--- src/rtl/sat_mac_pkg.sv ---
package sat_mac_pkg;
    typedef enum logic [1:0] {
        OP_CLEAR = 2'd0,
        OP_LOAD  = 2'd1,
        OP_ADD   = 2'd2,
        OP_SUB   = 2'd3
    } mac_op_e;
endpackage

--- src/rtl/q15_mul.sv ---
module q15_mul #(
    parameter int DW = 16
) (
    input  logic [DW-1:0]   a_i,
    input  logic [DW-1:0]   b_i,
    output logic [2*DW-1:0] prod_o,
    output logic [DW-1:0]   frac_o,
    output logic            clamp_o
);
    localparam int AW = 2 * DW;
    localparam logic [AW-1:0] CLAMP_RAW = AW'(1) << (AW - 2);
    localparam logic [AW-1:0] AW_MAX = {1'b0, {(AW-1){1'b1}}};
    localparam logic [DW-1:0] DW_MAX = {1'b0, {(DW-1){1'b1}}};

    logic signed [AW-1:0] raw;

    always_comb begin
        raw     = $signed(a_i) * $signed(b_i);
        clamp_o = (raw == CLAMP_RAW);
        // Doubling only overflows for full-scale negative squared.
        prod_o  = clamp_o ? AW_MAX : {raw[AW-2:0], 1'b0};
        frac_o  = clamp_o ? DW_MAX : raw[AW-2:DW-1];
    end
endmodule

--- src/rtl/sat_addsub.sv ---
module sat_addsub #(
    parameter int W = 32
) (
    input  logic [W-1:0] x_i,
    input  logic [W-1:0] y_i,
    input  logic         sub_i,
    output logic [W-1:0] res_o,
    output logic         sat_o
);
    localparam logic [W-1:0] W_MAX = {1'b0, {(W-1){1'b1}}};
    localparam logic [W-1:0] W_MIN = {1'b1, {(W-1){1'b0}}};

    logic [W-1:0] raw;
    logic         sign_rule;

    always_comb begin
        raw       = sub_i ? (x_i - y_i) : (x_i + y_i);
        sign_rule = sub_i ? (x_i[W-1] != y_i[W-1]) : (x_i[W-1] == y_i[W-1]);
        sat_o     = sign_rule && (raw[W-1] != x_i[W-1]);
        res_o     = sat_o ? (x_i[W-1] ? W_MIN : W_MAX) : raw;
    end
endmodule

--- src/rtl/sat_mac_unit.sv ---
module sat_mac_unit #(
    parameter int DW = 16
) (
    input  logic            clk,
    input  logic            rst_n,
    input  logic            start_i,
    input  logic [1:0]      op_i,
    input  logic [DW-1:0]   a_i,
    input  logic [DW-1:0]   b_i,
    output logic            valid_o,
    output logic [2*DW-1:0] acc_o,
    output logic [DW-1:0]   rnd_o,
    output logic [DW-1:0]   frac_o,
    output logic            ovf_o
);
    import sat_mac_pkg::*;

    localparam int AW = 2 * DW;
    localparam logic [AW-1:0] HALF_LSB = AW'(1) << (DW - 1);
    localparam logic [AW-1:0] AW_MAX = {1'b0, {(AW-1){1'b1}}};
    localparam logic [DW-1:0] FULL_NEG = {1'b1, {(DW-1){1'b0}}};

    typedef struct packed {
        logic          valid;
        logic [AW-1:0] acc;
        logic [DW-1:0] frac;
        logic          ovf;
    } mac_state_t;

    mac_state_t st_d, st_q;
    mac_op_e    op_sel;

    logic [AW-1:0] prod_w;
    logic [DW-1:0] frac_w;
    logic          clamp_w;
    logic [AW-1:0] accum_w;
    logic          accum_sat_w;
    logic [AW-1:0] round_w;
    logic          round_sat_w;

    assign op_sel = mac_op_e'(op_i);

    q15_mul #(.DW(DW)) mul_i (
        .a_i    (a_i),
        .b_i    (b_i),
        .prod_o (prod_w),
        .frac_o (frac_w),
        .clamp_o(clamp_w)
    );

    sat_addsub #(.W(AW)) accum_i (
        .x_i  (st_q.acc),
        .y_i  (prod_w),
        .sub_i(op_sel == OP_SUB),
        .res_o(accum_w),
        .sat_o(accum_sat_w)
    );

    sat_addsub #(.W(AW)) round_i (
        .x_i  (st_q.acc),
        .y_i  (HALF_LSB),
        .sub_i(1'b0),
        .res_o(round_w),
        .sat_o(round_sat_w)
    );

    always_comb begin
        st_d       = st_q;
        st_d.valid = start_i;
        if (start_i) begin
            st_d.frac = frac_w;
            unique case (op_sel)
                OP_CLEAR: begin
                    st_d.acc = '0;
                    st_d.ovf = 1'b0;
                end
                OP_LOAD: begin
                    st_d.acc = prod_w;
                    st_d.ovf = st_q.ovf | clamp_w;
                end
                default: begin
                    st_d.acc = accum_w;
                    st_d.ovf = st_q.ovf | clamp_w | accum_sat_w;
                end
            endcase
        end
    end

    always_ff @(posedge clk or negedge rst_n) begin
        if (!rst_n) begin
            st_q <= '0;
        end else begin
            st_q <= st_d;
        end
    end

    assign valid_o = st_q.valid;
    assign acc_o   = st_q.acc;
    assign frac_o  = st_q.frac;
    assign ovf_o   = st_q.ovf;
    assign rnd_o   = round_w[AW-1:DW];

    // result strobe follows the request by one clock
    a_r2_valid_follows_start: assert property (@(posedge clk) disable iff (!rst_n)
        start_i |=> valid_o);
    a_r2_no_spurious_valid: assert property (@(posedge clk) disable iff (!rst_n)
        !start_i |=> !valid_o);
    // full-scale negative squared clamps and flags
    a_r3_clamp_flags: assert property (@(posedge clk) disable iff (!rst_n)
        (start_i && op_i == 2'd1 && a_i == FULL_NEG && b_i == FULL_NEG)
        |=> (acc_o == AW_MAX && ovf_o));
    // clear zeroes accumulator and flag
    a_r6_clear_zeroes: assert property (@(posedge clk) disable iff (!rst_n)
        (start_i && op_i == 2'd0) |=> (acc_o == '0 && !ovf_o));
    // flag is sticky until a clear
    a_r9_sticky_ovf: assert property (@(posedge clk) disable iff (!rst_n)
        (ovf_o && !(start_i && op_i == 2'd0)) |=> ovf_o);
    // idle cycles leave state untouched
    a_r10_idle_holds: assert property (@(posedge clk) disable iff (!rst_n)
        !start_i |=> ($stable(acc_o) && $stable(frac_o) && $stable(ovf_o)));
    // rounding only saturates at the positive rail
    a_r7_round_rail: assert property (@(posedge clk) disable iff (!rst_n)
        round_sat_w |-> (rnd_o == AW_MAX[AW-1:DW]));
endmodule

--- config.mk ---
export PLATFORM = sky130hd
export DESIGN_NAME = sat_mac_unit
export DESIGN_NICKNAME = d
export VERILOG_FILES = /design/src/rtl/sat_mac_pkg.sv /design/src/rtl/q15_mul.sv /design/src/rtl/sat_addsub.sv /design/src/rtl/sat_mac_unit.sv
export SDC_FILE = /design/constraint.sdc
export NUM_CORES = 1
export LEC_CHECK = 0
export CORE_MARGIN = 2
export CORE_UTILIZATION = 30
export CTS_CLUSTER_DIAMETER = 200
export DETAILED_ROUTE_END_ITERATION = 10
export PLACE_DENSITY = 0.52
export SLEW_MARGIN = 10
export SYNTH_ARGS = -nofsm -noshare
export SYNTH_HDL_FRONTEND = slang
export SYNTH_SLANG_ARGS = --single-unit
--- constraint.sdc ---
create_clock -name clk -period 4 [get_ports clk]
set_input_delay 1 -clock clk [delete_from_list [all_inputs] [get_ports clk]]
set_output_delay 1 -clock clk [all_outputs]
set_load 0.005 [all_outputs]
-- Word-level counts from Yosys, hierarchy flattened
Cells that the tools add are included.
- register bits after elaboration: 50
- input bits: 37
- output and inout port bits: 66
- logic and storage cells: 30
- add/subtract/negate cells: 3
- multiply operators: 1
- equal/unequal tests: 7
- mux-type cells: 9
- bitwise operators: 3
- reduce and logical (&&, ||, !) cells: 3
- operators by type and width (cell ; number):
    two-way mux 32 bit ; 5
    one-hot mux 32 bit (2 select lines) ; 1
    adder 32 x 16 -> 32 bit (second input constant) ; 1
    adder 32 bit ; 1
    equality test 32 x 31 -> 1 bit (second input constant) ; 1
    multiplier 16 x 16 -> 32 bit ; 1
    subtractor 32 bit ; 1
    two-way mux 16 bit ; 1
    inequality test 1 bit ; 3
    equality test 2 x 1 -> 1 bit (second input constant) ; 1
    equality test 2 bit (second input constant) ; 1
    logical AND 1 bit ; 2
    zero test 2 bit ; 1
    OR 1 bit ; 2
    one-hot mux 1 bit (2 select lines) ; 1
    equality test 1 bit ; 1
    two-way mux 1 bit ; 1
    inverter 1 bit ; 1

-- Logic depth before layout (Yosys ltp)
Gate-level depths: netlist of run 1.
- word-level depth: 9
- gate-level depth with buffers: 50

-- Cells and area by module
A second synthesis of run 1 with hierarchy kept.
- cells, all modules: 2121
- area total of the unflattened synthesis: 18380.1 µm²
- by module, submodules not included (module ; instances ; cells each ; area each (µm²) ; seq. area each (µm²)):
    q15_mul ; 1 ; 1121 ; 10272.4 ; 0.0
    sat_addsub at round_i ; 1 ; 420 ; 2879.0 ; 0.0
    sat_addsub at accum_i ; 1 ; 392 ; 2803.9 ; 0.0
    sat_mac_unit ; 1 ; 188 ; 2424.8 ; 1251.2

-- Least setup slack after synthesis of run 1
Ideal clock, no wire load.
- kind: input to register
- start: input port a_i[15]
- end: register st_q (netlist bit acc_o[13])
- library setup time: 0.138 ns
- data arrival time: 11.622 ns
- required time: 3.862 ns
- setup slack: -7.760 ns
- stages: 46
- path through: clkbuf_1 and2_1 fa_1 fa_1 inv_1 fa_1 fa_1 fa_1 fa_1 inv_1 ha_1 clkbuf_1 and3_1 and2_1 nand2_1 a211o_1 a21o_1 a21o_1 (+10 left out) nand3b_1 inv_1 o21ai_0 o31a_1 xor2_1 ha_1 a21o_1 a21oi_1 nor2_1 o21a_1 o21ai_0 o211ai_1 nand2_1 o21ai_0 xnor2_4 o311ai_4 buf_6 o2111ai_2
- longest elaborated chain between the ends: 9
- ends and longest elaborated chain (what ; RTL line ; RTL):
    from (decl) ; sat_mac_unit.sv:8 ; input logic [DW-1:0] a_i,
    multiplier 16 x 16 -> 32 bit * ; q15_mul.sv:18 ; raw = $signed(a_i) * $signed(b_i);
    equality test 32 x 31 -> 1 bit ; q15_mul.sv:19 ; clamp_o = (raw == CLAMP_RAW);
    two-way mux 32 bit * ; q15_mul.sv:21 ; prod_o = clamp_o ? AW_MAX : {raw[AW-2:0], 1'b0};
    adder 32 bit / subtractor 32 bit (equally long branches) ; sat_addsub.sv:17 ; raw = sub_i ? (x_i - y_i) : (x_i + y_i);
    two-way mux 32 bit ; sat_addsub.sv:17 ;
    inequality test 1 bit ; sat_addsub.sv:19 ; sat_o = sign_rule && (raw[W-1] != x_i[W-1]);
    logical AND 1 bit ; sat_addsub.sv:19 ;
    two-way mux 32 bit ; sat_addsub.sv:20 ; res_o = sat_o ? (x_i[W-1] ? W_MIN : W_MAX) : raw;
    one-hot mux 32 bit (2 select lines) * ; sat_mac_unit.sv:72 ; unique case (op_sel)
    to (signal assigned) ; sat_mac_unit.sv:93 ; st_q <= st_d;
    to (decl) ; sat_mac_unit.sv:30 ; mac_state_t st_d, st_q;
Mark *: on every way between the ends. The rest lies on a longest branch, timed or not.
A chain may end at the register's enable or synchronous reset.

-- Worst setup path after layout of run 1
- start: input port a_i[15]
- end: register st_q (netlist bit acc_o[0])
Same word-level chain as after synthesis.

==> flow_metrics.env, run 1 <==
export IMPL_rr_worst_depth=17
export IMPL_fin_crit_ns=11.05
export IMPL_cp_end_kind="flop"
export IMPL_antenna_left=0
export IMPL_hold_violations=0
export IMPL_worstHoldStart="frac_o[15]"
export IMPL_max_stage_delay_ns=0.59
export IMPL_ys_flop_type="dfrtp_1"
export IMPL_clk_transition_reported_paths_ns=0.07
export IMPL_finalSetupViolCount=49
export IMPL_wl_um=47100
export IMPL_hold_path_class="flop to flop"
export IMPL_syn_inst=1768
export IMPL_viasPerCell=4.83
export IMPL_wl_per_cell_um=16.1
export IMPL_fin_ws_ns=-7.05
export IMPL_place_congestion=0.907
export IMPL_clockRootBuffer="clkbuf_16"
export IMPL_path_class="primary input to flop"
export IMPL_async_flop_share_pct=100
export IMPL_antenna_found_initial=0
export IMPL_synth_edff_count=0
export IMPL_dp_hpwl_um=40400
export IMPL_cpMaxStageDelayCell="fa_1"
export IMPL_slew_violations=0
export IMPL_timing_rr_end="acc_o[0]"
export IMPL_fmax_ghz=0.0905
export IMPL_post_synth_cell_area_avg_um2=8.67
export IMPL_startpoint_type="primary input"
export IMPL_rsz0062_at_grt="yes"
export IMPL_ys_seq_elements=50
export IMPL_die_h_um=230
export IMPL_track_usage_pct=18.2
export IMPL_fin_cells=2918
export IMPL_post_route_util_pct=42.0
export IMPL_nets=2660
export IMPL_status="finished, violations left"
export IMPL_regArea_um2=1250
export IMPL_yosysMostFrequentCell="fa_1"
export IMPL_multi_input_area_um2=13400
export IMPL_start_util_pct=30.5
export IMPL_area_growth_pct=37.7
export IMPL_finClkSkew_ns=0.00633
export IMPL_fin_crit_sh_pct=276
export IMPL_cap_violations=0
export IMPL_syn_nets=2183
export IMPL_synth_common_cells="263 x fa_1, 255 x inv_1, 204 x nand2_1"
export IMPL_yosysUniqueCellTypes=80
export IMPL_min_path_cells=2
export IMPL_synth_area_leaders="fa_1 34%, ha_1 9.4%, dfrtp_1 8.2%"
export IMPL_io_pins=103
export IMPL_coreArea_um2=50300
export IMPL_drive_gt1_share_pct=26.5
export IMPL_grt_overflow=0
export IMPL_required_ns=4.16
export IMPL_r2r_start="acc_o[1]"
export IMPL_synth_top_area_cell="fa_1"
export IMPL_r2r_setup_slack_ns=0.36
export IMPL_clk_latency_ns=0.30
export IMPL_diodes=0
export IMPL_cts_made_buffers=5
export IMPL_cts_htree_levels=2
export IMPL_fillerInstances=5076
export IMPL_arrival_ns=11.21
export IMPL_synth_warning_count=0
export IMPL_slew_headroom_pct=38.7
export IMPL_die_area_um2=52900
export IMPL_grt_pass1_wl_um=78000
export IMPL_clkSinkCount=50
export IMPL_drc=0
export IMPL_yosysTopAreaCellShare_pct=34.4
export IMPL_cts_hold_fix_buffers=0
export IMPL_dr_pass1_iters=5
export IMPL_whs_ns=0.506
export IMPL_holdPathEnd="frac_o[15]"
export IMPL_cts_tree="yes"
export IMPL_grt_max_degree=41
export IMPL_vias=14100
export IMPL_yosysSeqAreaShare_pct=8.16
export IMPL_drtIter0Drc=640
export IMPL_worst_pin_slew_ns=0.919
export IMPL_violations="setup timing"
export IMPL_cp_max_fo=8
export IMPL_die_w_um=230
export IMPL_syn_area_um2=15300
export IMPL_place_inst=2886
export IMPL_grt_pass1_vias=15200
export IMPL_row_count=82
export IMPL_cts_max_path_buffers=2
export IMPL_cp_common_cell="fa_1"
export IMPL_io_buffers=102
kinds of logic (layout without fill, tap and decap cells):
group,count (synthesis),count (layout),synth area share [%]
adder cells (fa/ha/maj),378,378,43.7
XOR/XNOR,84,84,4.92
flip-flops,50,50,8.16
AO/OA/AOI/OAI,347,347,15.8
multiplexers,7,7,0.482
AND/OR/NAND/NOR,574,576,18.5
buffers and inverters,328,804,8.37
per-layer routing:
layer | up-vias | part of all wire [%] | GRT usage, %
li1 | 6730 | - | -
met1 | 7080 | 45 | 23.5
met2 | 213 | 51 | 33.3
met3 | 57 | 2.6 | 1.13
met4 | 0 | 2.1 | 3.85
met5 | - | 0 | 0
cell usage in the layout, fill, tap and decap left out, types with 6 or more instances in the layout:
master           netlist  final
inv_1                255    248
dfrtp_1               50     48
o211ai_2              17     17
nand2_1              204    196
and3_1                 9      7
a21oi_2                1      7
and2_1               127    120
nand3_1               26     22
xor2_1                34     34
or3_1                  8      7
and2_4                 0      7
buf_12                 0     10
clkdlybuf4s50_1        0     88
o21bai_1              11     11
fa_1                 263    259
nor2b_1               10     10
o21a_1                12     12
xnor2_1               49     46
buf_4                  0    415
a31oi_1               21     20
ha_4                   0     10
a21oi_1               84     75
o2111ai_1              7      7
nor3b_1                6      6
buf_6                  6     13
a21o_1                33     33
inv_2                  0      6
a211oi_1              17     15
o211ai_1              16     16
nor3_1                19     17
nand2b_1              23     22
o21ai_0               64     56
dlygate4sd2_1          0     11
ha_1                 115    104
nor2_1               102     97
nand4_1                6      6
clkbuf_16              0      6
or2_2                 10      9
final cells by class:
cell class / instances / share of cell area (%)
repair buffers: 541 / 21.3
flip-flops and latches: 50 / 5.94
multi-input cells: 1392 / 63.5
well taps: 672 / 3.98
clock buffers: 5 / 0.593
inverters: 255 / 4.55
clock inverters: 3 / 0.190
critical path: cells and delay by family:
kind	cells	cell delay, ns
compound gates	15	2.95
fa+ha+maj	9	3.81
buf+inv	8	1.31
xor+xnor	2	0.31
simple gates	12	1.81
registers in the layout (all words and copies together) (netlist names), named ones only:
register and count:
acc_o 31, valid_o 1, frac_o 16, ovf_o 1
what timing repair did:
item | CTS | global route
cloned | 2 | 1
setup endpoints to repair | 49 | 64
resized for setup | 65 | 35
buffers inserted | 9 | 14
pin swaps | 26 | 32
how the worst max path moves through the flow:
stage,startpoint,to,depth (start not counted)
finish,a_i[15],acc_o[0],46
CTS,a_i[15],acc_o[0],45
detailed placement,b_i[4],acc_o[28],48
global placement,b_i[6],acc_o[28],48
global route,a_i[15],acc_o[0],49
floorplan,b_i[3],acc_o[13],47
per-stage QoR:
stage | worst slack [ns] | TNS, ns | instance area, um2
after floorplan | -6.86 | -275.16 | 15700
after global placement | -7.61 | -320.31 | 20300
after detailed placement | -7.80 | -326.18 | 20300
after CTS | -6.93 | -293.34 | 20800
after global routing | -7.56 | -317.64 | 21100
final | -7.05 | -296.68 | 21100
Power of run 1 is not shown: default switching activity piles up to over one toggle a cycle in this logic, so the estimate is an artifact.
==> inputs of run 2 (changes only) <==
--- a/config.mk
+++ b/config.mk
@@ -9,6 +9,7 @@
 export CORE_UTILIZATION = 30
 export CTS_CLUSTER_DIAMETER = 200
 export DETAILED_ROUTE_END_ITERATION = 10
+export GPL_TIMING_DRIVEN = 0
 export PLACE_DENSITY = 0.52
 export SLEW_MARGIN = 10
 export SYNTH_ARGS = -nofsm -noshare
==> run 2 against run 1 <==
Compared with the run above: the flow still finishes with violations (setup timing); wire length rose by 4.8%; final cell count fell by 9.7%; fmax fell by 0.11%; clock skew barely moved; via count fell by 4.5%; cell area fell by 8.7%; utilization fell by 3.7 points; global-route usage rose by 0.96 points; critical endpoint is now acc_o[13]; flip-flop and latch count did not move; largest cell class unchanged.
==> flow_metrics.env, run 2 (synthesis gave the netlist of run 1 again) <==
export IMPL_path_class="primary input to flop"
export IMPL_nets=2377
export IMPL_drtIter0Drc=823
export IMPL_largest_register_ffs=31
export IMPL_required_ns=4.17
export IMPL_hold_violations=0
export IMPL_cp_max_fo=7
export IMPL_final_setup_tns_ns=-291.43
export IMPL_dr_pass1_iters=6
export IMPL_max_stage_delay_ns=0.62
export IMPL_violations="setup timing"
export IMPL_wl_um=49300
export IMPL_design_area_um2=19300
export IMPL_fmax_ghz=0.0904
export IMPL_layout_commonest_cell="fa_1"
export IMPL_die_w_um=230
export IMPL_whs_ns=0.501
export IMPL_viasPerCell=5.10
export IMPL_clk_transition_reported_paths_ns=0.07
export IMPL_worst_pin_slew_ns=0.794
export IMPL_antenna_found_initial=1
export IMPL_grt_overflow=0
export IMPL_io_pins=103
export IMPL_use_met2_pct=34.2
export IMPL_slew_headroom_pct=46.9
export IMPL_clockRootBuffer="clkbuf_16"
export IMPL_die_h_um=230
export IMPL_track_usage_pct=19.1
export IMPL_cts_hold_fix_buffers=0
export IMPL_coreArea_um2=50300
export IMPL_fillerInstances=5114
export IMPL_cts_made_buffers=5
export IMPL_fin_ws_ns=-7.06
export IMPL_arrival_ns=11.24
export IMPL_mostFrequentLayoutCells="257 x fa_1, 243 x inv_1, 195 x nand2_1, 122 x and2_1, 101 x ha_1"
export IMPL_hold_path_class="flop to flop"
export IMPL_multi_input_area_um2=13400
export IMPL_row_count=82
export IMPL_cap_violations=0
export IMPL_cp_end_kind="flop"
export IMPL_clkSinkCount=50
export IMPL_cts_htree_levels=2
export IMPL_drc=0
export IMPL_busiest_layer="met2"
export IMPL_rsz0062_at_grt="yes"
export IMPL_dp_hpwl_um=40100
export IMPL_antenna_left=0
export IMPL_io_buffers=102
export IMPL_status="finished, violations left"
export IMPL_start_util_pct=30.5
export IMPL_finalSetupViolCount=49
export IMPL_fin_crit_sh_pct=277
export IMPL_fin_crit_ns=11.06
export IMPL_cpMaxStageDelayCell="fa_1"
export IMPL_grt_pass1_wl_um=79900
export IMPL_drive_gt1_share_pct=17.3
export IMPL_startpoint_type="primary input"
export IMPL_regArea_um2=1250
export IMPL_area_growth_pct=25.7
export IMPL_finClkSkew_ns=0.00644
export IMPL_use_met1_pct=24.7
export IMPL_grt_pass1_vias=14500
export IMPL_place_congestion=0.895
export IMPL_placed_area_um2=17600
export IMPL_met3_usage_pct=2.18
export IMPL_clk_latency_ns=0.31
export IMPL_cts_tree="yes"
export IMPL_cp_common_cell="fa_1"
export IMPL_wl_per_cell_um=18.7
export IMPL_vias=13400
export IMPL_grt_max_degree=35
export IMPL_cts_max_path_buffers=2
export IMPL_slew_violations=0
export IMPL_die_area_um2=52900
-- run 2: changes by cell type in the layout (fill, tap and decap cells not counted), moves of 9 or more --
cell             previous run  this run
dlygate4sd2_1              11         2
buf_4                     415        87
clkdlybuf4s50_1            88        69
clkbuf_16                   6        22
clkbuf_1                    0        19
clkbuf_8                    0        16
-- run 2: per-layer routing --
metal  part of all wire (%)  wire length, um  up-vias
li1                       -                -     6169
met1                     43            21400     6884
met2                     50            24500      303
met3                    4.3             2150       89
met4                    2.5             1210        0
met5                      0                0        -
-- run 2: stage by stage --
stage	instances	utilization (%)	setup WS (ns)
2_1_floorplan	1768	-	-6.86
3_3_place_gp	2542	34.9	-9.30
3_5_place_dp	2543	35.0	-9.35
4_1_cts	2624	37.9	-6.99
5_1_grt	2635	38.3	-7.49
6_report	2636	38.3	-7.06
-- run 2: worst max-delay path: cells and delay by family --
kind | cells | cell delay [ns]
compound gates | 12 | 2.10
xor+xnor | 2 | 0.38
fa+ha+maj | 9 | 4.09
buf+inv | 11 | 1.39
simple gates | 11 | 2.25
-- run 2: path summary, 6_finish.rpt --
path / startpoint / endpoint / slack (ns) / cells after the start
min: frac_o[15] / frac_o[15] / 0.50 / 2
max in group asynchronous: rst_n / frac_o[11] / 2.80 / 2
max reg2reg: acc_o[1] / acc_o[13] / 0.29 / 15
min reg2reg: frac_o[15] / frac_o[15] / 0.50 / 2
max: a_i[15] / acc_o[13] / -7.06 / 45
min in group asynchronous: rst_n / acc_o[9] / 0.65 / 1
-- run 2: final cells by class --
class | count | area share, %
timing repair buffer | 189 | 9.18
clock buffer | 5 | 0.649
sequential | 50 | 6.49
tap | 672 | 4.36
inverter | 255 | 5.00
antenna | 1 | 0.0130
buffer | 71 | 4.75
multi-input combinational | 1390 | 69.3
clock inverter | 3 | 0.234
-- run 2: repair_timing --
item,4_1_cts,5_1_grt
setup buffers,74,10
endpoints found under the setup margin,55,59
pin swaps,58,21
gates resized for setup,344,35
gates cloned,1,1
Power of run 2 is left out for the same reason.
==> inputs of run 3 (changes only) <==
--- a/config.mk
+++ b/config.mk
@@ -11,7 +11,7 @@
 export DETAILED_ROUTE_END_ITERATION = 10
 export GPL_TIMING_DRIVEN = 0
 export PLACE_DENSITY = 0.52
-export SLEW_MARGIN = 10
+export SLEW_MARGIN = 0
 export SYNTH_ARGS = -nofsm -noshare
 export SYNTH_HDL_FRONTEND = slang
 export SYNTH_SLANG_ARGS = --single-unit
==> run 3 against run 2 <==
Compared with the run above: the run still ends with setup timing left; utilization stayed put; setup slack better by 0.0078 ns; flip-flop and latch count stayed put; hold slack worse by 0.00091 ns; sequential share of layout area stayed put; non-clock buffer count stayed put; first-iteration DRC count is 0.12% lower; clock-buffer cell count stayed put; die area stayed put; final cell count stayed put; fmax hardly changed; clock skew is 0.0011 ns lower; critical endpoint unchanged; largest cell class unchanged.
==> flow_metrics.env, run 3 (synthesis gave the netlist of run 1 again) <==
export IMPL_status="finished, violations left"
export IMPL_violations="setup timing"
export IMPL_coreArea_um2=50300
export IMPL_grt_overflow=0
export IMPL_finClkSkew_ns=0.00535
export IMPL_die_w_um=230
export IMPL_cp_end_kind="flop"
export IMPL_hold_path_class="flop to flop"
export IMPL_cpMaxStageDelayCell="fa_1"
export IMPL_fin_crit_ns=11.06
export IMPL_place_congestion=0.895
export IMPL_clkSinkCount=50
export IMPL_layout_commonest_cell="fa_1"
export IMPL_worst_pin_slew_ns=0.761
export IMPL_cts_hold_fix_buffers=0
export IMPL_drive_gt1_share_pct=17.3
export IMPL_required_ns=4.17
export IMPL_arrival_ns=11.23
export IMPL_fmax_ghz=0.0905
export IMPL_drc=0
export IMPL_clk_latency_ns=0.30
export IMPL_die_h_um=230
export IMPL_use_met2_pct=34.2
export IMPL_viasPerCell=5.09
export IMPL_fin_crit_sh_pct=276
export IMPL_placed_area_um2=17600
export IMPL_wl_per_cell_um=18.7
export IMPL_wl_um=49300
export IMPL_die_area_um2=52900
export IMPL_cts_made_buffers=5
export IMPL_cp_max_fo=7
export IMPL_row_count=82
export IMPL_pre_cts_slack_ns=-9.35
export IMPL_largest_register_ffs=31
export IMPL_max_stage_delay_ns=0.62
export IMPL_io_buffers=102
export IMPL_cts_tree="yes"
export IMPL_use_met1_pct=24.7
export IMPL_clk_transition_reported_paths_ns=0.07
export IMPL_slew_violations=0
export IMPL_cts_max_path_buffers=2
export IMPL_io_pins=103
export IMPL_track_usage_pct=19.1
export IMPL_start_util_pct=30.5
export IMPL_antenna_left=0
export IMPL_nets=2377
export IMPL_busiest_layer="met2"
export IMPL_fin_ws_ns=-7.06
export IMPL_mostFrequentLayoutCells="257 x fa_1, 243 x inv_1, 195 x nand2_1, 122 x and2_1, 101 x ha_1"
export IMPL_met3_usage_pct=2.18
export IMPL_fillerInstances=5114
export IMPL_cts_htree_levels=2
export IMPL_slew_headroom_pct=49.2
export IMPL_rsz0062_at_grt="yes"
export IMPL_area_growth_pct=25.7
export IMPL_vias=13400
export IMPL_grt_pass1_wl_um=79900
export IMPL_clockRootBuffer="clkbuf_16"
export IMPL_grt_pass1_vias=14500
export IMPL_finalSetupViolCount=49
export IMPL_cap_violations=0
export IMPL_hold_violations=0
export IMPL_design_area_um2=19300
export IMPL_dp_hpwl_um=40100
export IMPL_cp_common_cell="fa_1"
export IMPL_path_class="primary input to flop"
export IMPL_antenna_found_initial=1
export IMPL_grt_max_degree=36
export IMPL_drtIter0Drc=822
export IMPL_dr_pass1_iters=5
export IMPL_startpoint_type="primary input"
## run 3: metrics by stage
step | hold WS [ns] | TNS (ns) | util (%) | cells
2_1_floorplan | 0.476 | -275.16 | - | 1768
3_3_place_gp | 0.484 | -384.18 | 34.9 | 2542
3_5_place_dp | 0.492 | -386.22 | 35.0 | 2543
4_1_cts | 0.510 | -289.35 | 37.9 | 2624
5_1_grt | 0.528 | -310.35 | 38.3 | 2635
6_report | 0.500 | -291.14 | 38.3 | 2636
## run 3: worst paths after layout
check                           startpoint         end  slack, ns  cells after the start
max in group asynchronous            rst_n  frac_o[11]       2.81                      2
worst max register to register    acc_o[1]   acc_o[13]       0.29                     15
worst min-delay path            frac_o[15]  frac_o[15]       0.50                      2
min in group asynchronous            rst_n    acc_o[9]       0.64                      1
worst min register to register  frac_o[15]  frac_o[15]       0.50                      2
worst max-delay path               a_i[15]   acc_o[13]      -7.06                     45
## run 3: what timing repair did
action,CTS,global route
resized for setup,344,35
setup endpoints to repair,55,59
pin swaps,58,21
cloned,1,1
setup buffers,74,10
## run 3: area by class of cell
| class | count | area, um2 | area share (%) |
|---|---|---|---|
| Antenna cell | 1 | 2.50 | 0.0130 |
| Buffer | 71 | 915 | 4.75 |
| Multi-Input combinational cell | 1390 | 13400 | 69.3 |
| Inverter | 255 | 963 | 5.00 |
| Sequential cell | 50 | 1250 | 6.49 |
| Tap cell | 672 | 841 | 4.36 |
| Clock buffer | 5 | 125 | 0.649 |
| Clock inverter | 3 | 45.0 | 0.234 |
| Timing Repair Buffer | 189 | 1770 | 9.18 |
## run 3: worst max-delay path: cells and delay by family
| kind | cells | cell delay, ns |
|---|---|---|
| fa+ha+maj | 9 | 4.10 |
| simple gates | 11 | 2.24 |
| compound gates | 12 | 2.09 |
| buf+inv | 11 | 1.39 |
| xor+xnor | 2 | 0.38 |
## run 3: per-layer routing
metal	wire (um)	part of all wire, %
met3	2120	4.3
met4	1160	2.4
met1	21500	44
met5	0	0
met2	24600	50
Power of run 3 is left out for the same reason.
